## config.mk

```make
export PLATFORM = sky130hd
export DESIGN_NAME = nvm_lp_ctrl
export DESIGN_NICKNAME = d
export VERILOG_FILES = /design/src/rtl/nvm_lp_pkg.sv /design/src/rtl/nvm_lp_trigger.sv /design/src/rtl/nvm_lp_wake_timer.sv /design/src/rtl/nvm_lp_ctrl.sv
export SDC_FILE = /design/constraint.sdc
export NUM_CORES = 1
export LEC_CHECK = 0
export ABC_AREA = 0
export CORE_AREA = 2 2 39 41
export CTS_CLUSTER_DIAMETER = 40
export DETAILED_ROUTE_END_ITERATION = 6
export DIE_AREA = 0 0 41 43
export MAX_ROUTING_LAYER = met4
export PLACE_DENSITY = 0.47
export SLEW_MARGIN = 20
export SYNTH_ARGS = -nofsm -noshare
export SYNTH_HDL_FRONTEND = slang
export SYNTH_SLANG_ARGS = --single-unit
```

## constraint.sdc

```tcl
create_clock -name clk -period 2.64 [get_ports clk]
set_input_delay 0.528 -clock clk [delete_from_list [all_inputs] [get_ports clk]]
set_output_delay 0.528 -clock clk [all_outputs]
set_load 0.01 [all_outputs]
```

## src/rtl/nvm_lp_pkg.sv

```systemverilog
package nvm_lp_pkg;

    typedef enum logic [1:0] {
        PRM_SEMI   = 2'd0,
        PRM_FULL   = 2'd1,
        PRM_RSVD   = 2'd2,
        PRM_MANUAL = 2'd3
    } prm_e;

    typedef enum logic [1:0] {
        LP_ACTIVE = 2'd0,
        LP_SLEEP  = 2'd1,
        LP_WAKE   = 2'd2
    } lp_state_e;

    // The reserved code falls back to manual policy
    function automatic prm_e prm_resolve(input logic [1:0] raw);
        prm_e m;
        m = prm_e'(raw);
        if (m == PRM_RSVD) begin
            m = PRM_MANUAL;
        end
        return m;
    endfunction

    function automatic logic prm_standby_enters(input prm_e m);
        return (m == PRM_SEMI) || (m == PRM_FULL);
    endfunction

endpackage

```

## src/rtl/nvm_lp_trigger.sv

```systemverilog
module nvm_lp_trigger
    import nvm_lp_pkg::*;
(
    input  logic clk,
    input  logic rst_n,
    input  prm_e mode_eff,
    input  logic standby,
    input  logic sleep_cmd,
    input  logic in_sleep,
    input  logic take,
    output logic enter_req
);

    logic stby_q;
    logic pend_q;
    logic stby_rise;
    logic fresh;

    always_ff @(posedge clk or negedge rst_n) begin
        if (!rst_n) begin
            stby_q <= 1'b0;
        end else begin
            stby_q <= standby;
        end
    end

    assign stby_rise = standby & ~stby_q;
    assign fresh     = sleep_cmd | (stby_rise & prm_standby_enters(mode_eff));
    assign enter_req = fresh | pend_q;

    // Hold a trigger until the machine takes it; drop it while asleep
    always_ff @(posedge clk or negedge rst_n) begin
        if (!rst_n) begin
            pend_q <= 1'b0;
        end else if (take || in_sleep) begin
            pend_q <= 1'b0;
        end else begin
            pend_q <= enter_req;
        end
    end

endmodule

```

## src/rtl/nvm_lp_wake_timer.sv

```systemverilog
module nvm_lp_wake_timer #(
    parameter int unsigned WAKE_CYC = 2
) (
    input  logic clk,
    input  logic rst_n,
    input  logic run,
    output logic done
);

    localparam int unsigned CW = (WAKE_CYC > 1) ? $clog2(WAKE_CYC) : 1;
    localparam logic [CW-1:0] LAST = CW'(WAKE_CYC - 1);

    logic [CW-1:0] cnt_q;

    assign done = run && (cnt_q == LAST);

    always_ff @(posedge clk or negedge rst_n) begin
        if (!rst_n) begin
            cnt_q <= '0;
        end else if (!run || done) begin
            cnt_q <= '0;
        end else begin
            cnt_q <= cnt_q + CW'(1);
        end
    end

endmodule

```

## src/rtl/nvm_lp_ctrl.sv

```systemverilog
module nvm_lp_ctrl
    import nvm_lp_pkg::*;
#(
    parameter int unsigned WAKE_CYC = 2
) (
    input  logic       clk,
    input  logic       rst_n,
    input  logic [1:0] mode,
    input  logic       standby,
    input  logic       sleep_cmd,
    input  logic       acc_req,
    output logic       lp_en,
    output logic       acc_stall
);

    lp_state_e state_q;
    lp_state_e state_d;
    prm_e      mode_eff;
    logic      enter_req;
    logic      take;
    logic      wake_done;

    assign mode_eff = prm_resolve(mode);
    assign take     = (state_q == LP_ACTIVE) && enter_req && !acc_req;

    nvm_lp_trigger u_trigger (
        .clk       (clk),
        .rst_n     (rst_n),
        .mode_eff  (mode_eff),
        .standby   (standby),
        .sleep_cmd (sleep_cmd),
        .in_sleep  (state_q == LP_SLEEP),
        .take      (take),
        .enter_req (enter_req)
    );

    nvm_lp_wake_timer #(
        .WAKE_CYC (WAKE_CYC)
    ) u_wake (
        .clk   (clk),
        .rst_n (rst_n),
        .run   (state_q == LP_WAKE),
        .done  (wake_done)
    );

    always_ff @(posedge clk or negedge rst_n) begin
        if (!rst_n) begin
            state_q <= LP_ACTIVE;
        end else begin
            state_q <= state_d;
        end
    end

    always_comb begin
        state_d = state_q;
        unique case (state_q)
            LP_ACTIVE: begin
                if (take) begin
                    state_d = LP_SLEEP;
                end
            end
            LP_SLEEP: begin
                if (acc_req || ((mode_eff == PRM_FULL) && !standby)) begin
                    state_d = LP_WAKE;
                end
            end
            LP_WAKE: begin
                if (wake_done) begin
                    state_d = LP_ACTIVE;
                end
            end
            default: state_d = LP_ACTIVE;
        endcase
    end

    always_comb begin
        lp_en     = (state_q == LP_SLEEP);
        acc_stall = acc_req && (state_q != LP_ACTIVE);
    end

endmodule

```

# Word-level counts from Yosys, hierarchy flattened
# Cells that the tools add are included.
# Widths: inputs -> output; s select.
# word_totals
regBits	5
latch_bits	0
wordCells	40
mem_count	0
ram_bits	0
output_inout_bits	2
rom_bits	0
# op_classes
div_mod_pow	0
add_sub_neg	1
n_bitwise	5
shift	0
n_reduce_logical	16
muxes	7
magnitude_cmp	0
eq_ne	7
multipliers	0
# ops
op	n
$mux 2	4
$pmux 2 s3	1
$logic_and 1x1->1	5
$eq 2x1->1 const B	2
$eq 2x2->1 const B	2
$logic_not 2->1	2
$logic_or 1x1->1	4
$ne 2x2->1 const B	2
$logic_not 1->1	3
$reduce_and 3->1	1
$and 1x1->1	2
$mux 1	2
$ne 2x1->1 const B	1
$or 1x1->1	2
$reduce_bool 2->1	1
$add 1x1->1 const B	1
$not 1->1	1

# Longest topological paths before layout
# depth
depth_word	11
depth_mapped	2

# Modules after synthesis
# Synthesis repeated with hierarchy kept, for this count alone.
# unflattened
hier_cells	23
hier_area_um2	264.0
# modules_own_cells
module	n_inst	seq_area_each_um2	cells_per_inst	area_each_um2
nvm_lp_ctrl	1	50.0	14	145.1
nvm_lp_trigger	1	50.0	6	77.6
nvm_lp_wake_timer	1	25.0	3	41.3

# Worst setup path after synthesis
# Ideal clock, no wire load.
# synth_timing
path_kind	input port to output port
start	in acc_req
end	out acc_stall
path_slack_ns	1.443
t_arrival_ns	0.669
stages	1
path_cell_list	o21a_1
# synth_via
elab_chain_cells	1
# synth_lines
item	line_no	source
start, declared	nvm_lp_ctrl.sv:11	input logic acc_req,
$logic_and 1x1->1	nvm_lp_ctrl.sv:78	acc_stall = acc_req && (state_q != LP_ACTIVE);
end, declared	nvm_lp_ctrl.sv:13	output logic acc_stall
# No other way between the ends.

# Final worst setup path
# Ends and elaborated chain as after synthesis.

==> flow_summary_export.csv <==
group,metric,value,unit
floorplanning,die_area,1763,um^2
final_layout,final_common_cell,"clkdlybuf4s50_1",
worst_setup_path,crit_slowest_cell,"clkdlybuf4s50_1",
global_route,first_global_vias,206,
clock_tree,clk-insertion-delay-late,240,ps
timing,max_slew.worst_pin.slew,236.9,ps
floorplanning,core-area,1384,um^2
floorplanning,die_h,43,um
place,portBuffers,8,
clock_tree,cts_hold_buf,0,
power_and_ir_drop,pwr-share-comb,29.8,%
clock_tree,ctsResizeCount,0,
floorplanning,start_util,18.17,%
timing,max-slew-margin-rel,84.15,%
power_and_ir_drop,ir_worst_vdd,0.0001842,V
routing,dr.pass1.iters,2,
routing,viasPerCell,4.167,
min_path,hold_class,"reg -> reg",
clock_tree,htreeDepth,1,
worst_setup_path,crit_required,2110,ps
final_layout,nets,40,
timing,slew_viol_final,0,
clock_tree,cts_tree,"built",
routing,wl,476,um
job,maxCapViolations,0,
global_route,grt_overflow,0,
worst_setup_path,critPathTopFamily,"buffers and inverters",
synthesis,syn_area,251.5,um^2
synthesis,ys_warn_count,0,
routing,wl_per_cell,9.917,um
floorplanning,num_rows,14,
run_status,status,"finished, final reports clean",
clock_tree,clkTransAtPathRegs,40,ps
timing,period_share,84.89,%
power_and_ir_drop,p_int,221.7,uW
final_layout,seqCellArea,125.1,um^2
floorplanning,die_w,41,um
timing,whs,421.8,ps
synthesis,synthesis.nets,27,
clock_tree,postCtsSetupBuffers,0,
routing,vias,200,
synthesis,yosysSeqAreaShare,49.75,%
power_and_ir_drop,p_seq_share,41.5,%
worst_setup_path,cp_num_buf_inv,2,
global_route,grt_usage,7.446,%
worst_setup_path,crit_path_frequent_cell,"clkdlybuf4s50_1",
timing,finalHoldViolCount,0,
power_and_ir_drop,pwr-share-clk,28.8,%
timing,setup_viol,0,
clock_tree,numCtsBuffers,3,
power_and_ir_drop,leakage,0.0001707,uW
worst_setup_path,cp_cell_sequence,"clkdlybuf4s50_1 -> o21a_1 -> clkdlybuf4s50_1",
global_route,grt_max_degree,9,
floorplanning,ios,9,
routing,drtIter0Drc,1,
final_layout,fill_cells,147,
final_layout,syn_to_final_growth,50.25,%
synthesis,synthDistinctLibCells,15,
power_and_ir_drop,swShare,27.87,%
synthesis,ys_seq_elements,5,
power_and_ir_drop,p_sw,85.66,uW
worst_setup_path,crit_arrival,1710,ps
final_layout,most-common-layout-cells,"clkdlybuf4s50_1 (8), dfrtp_1 (5), clkbuf_4 (3)",
final_layout,antennaDiodeCount,0,
worst_setup_path,slowest_delay,530,ps
clock_tree,root_buffer,"clkbuf_4",
worst_setup_path,cp_max_fo,4,
place,hpwlAfterDp,402,um
timing,fin_skew,1.619,ps
worst_setup_path,worstSetupEndpointType,"primary output",
worst_setup_path,cp-start-kind,"input pin",
synthesis,synthCells,20,
clock_tree,clock-sinks,5,
global_route,antenna_found_initial,0,
final_layout,drive_gt1_share,21.88,%
final_layout,utilization,27.31,%
timing,rsz0062_at_grt,"no",
routing,ant_nets,0,
timing,period_needed,2241,ps
synthesis,syn_area_per_cell,12.57,um^2
clock_tree,cts_buffer_depth,2,
place,gp_congestion,0.6599,
worst_setup_path,crit_type,"in -> out",
final_layout,multi_input_area,122.6,um^2
timing,setup_tns,0,ps
timing,fmax,0.4462,GHz
power_and_ir_drop,p_per_area,813.3,nW/um^2
routing,drc_errors,0,
global_route,grt_pass1_wl,814,um
routing by layer:
layer	up-vias	track usage, %	part of all wire [%]
li1	99	-	-
met1	88	8.170	42
met2	11	9.063	43
met3	2	3.141	12
met4	0	8.000	3.4
met5	-	-	0
power groups by stage:
stage          clock, uW  sequential, uW  combinational (uW)
2_1_floorplan          0             122                57.0
5_1_grt             93.9             134                 100
3_3_place_gp           0             129                92.1
4_1_cts             90.3             129                93.3
3_5_place_dp           0             129                93.0
6_report            88.5             127                91.4
flip-flops by register name, summed over array words and instances (netlist names):
| name | count |
|---|---|
| u_trigger.stby_q | 1 |
| u_wake.cnt_q | 1 |
| u_trigger.pend_q | 1 |
| state_q | 2 |
final cells by class:
class	instances	area share, %
Clock buffer	4	6.954
Tap cell	16	5.298
Inverter	1	0.9934
Timing Repair Buffer	8	21.19
Sequential cell	5	33.11
Multi-Input combinational cell	14	32.45
kinds of logic (layout without fill, tap and decap cells):
kind of cell    count (synthesis)  count (layout)  share of synthesized area [%]
compound gates                  4               4                          14.93
simple gates                   10              10                          33.83
flops                           5               5                          49.75
buf+inv                         1              13                          1.491
path summary, 6_finish.rpt:
check                           cells after the start                   start  slack [ps]                         end
worst min register to register                      1  u_wake.cnt_q$_DFF_PN0_         420      u_wake.cnt_q$_DFF_PN0_
worst min-delay path                                1  u_wake.cnt_q$_DFF_PN0_         420      u_wake.cnt_q$_DFF_PN0_
worst max register to register                      2  state_q[0]$_DFFE_PN0P_        1560      state_q[1]$_DFFE_PN0P_
min in group asynchronous                           1                   rst_n         510  u_trigger.pend_q$_DFF_PN0_
max in group asynchronous                           1                   rst_n        1930      state_q[1]$_DFFE_PN0P_
worst max-delay path                                3                 acc_req         400                   acc_stall
worst reg2reg max path: cells and delay by family (launching register included):
family | cells | cell delay [ps]
flops | 1 | 450
compound gates | 1 | 280
simple gates | 1 | 230
through the flow:
stage          power (uW)  instance area (um^2)  instances  setup slack [ps]
2_1_floorplan       179.0                 251.5         20              1443
3_5_place_dp        222.4                 351.6         44             393.6
3_3_place_gp        220.9                 351.6         44             441.2
5_1_grt             328.5                 377.9         48             356.1
6_report            307.3                 377.9         48             399.0
4_1_cts             312.5                 377.9         48             384.8
cells in the mapped netlist:
cell / count / area [um^2]
and3b_2: 1 / 10.01
a211o_1: 1 / 8.760
or3b_1: 1 / 8.760
dfrtp_1: 5 / 125.1
nor3b_2: 1 / 12.51
or2_2: 1 / 6.260
nor3_1: 1 / 5.000
nor2b_1: 1 / 6.260
inv_1: 1 / 3.750
and4bb_1: 2 / 25.02
a211oi_2: 1 / 12.51
nor2_1: 1 / 3.750
a2bb2oi_1: 1 / 8.760
and2b_1: 1 / 7.510
o21a_1: 1 / 7.510
Note: power is estimated with default switching activity, not from simulation.
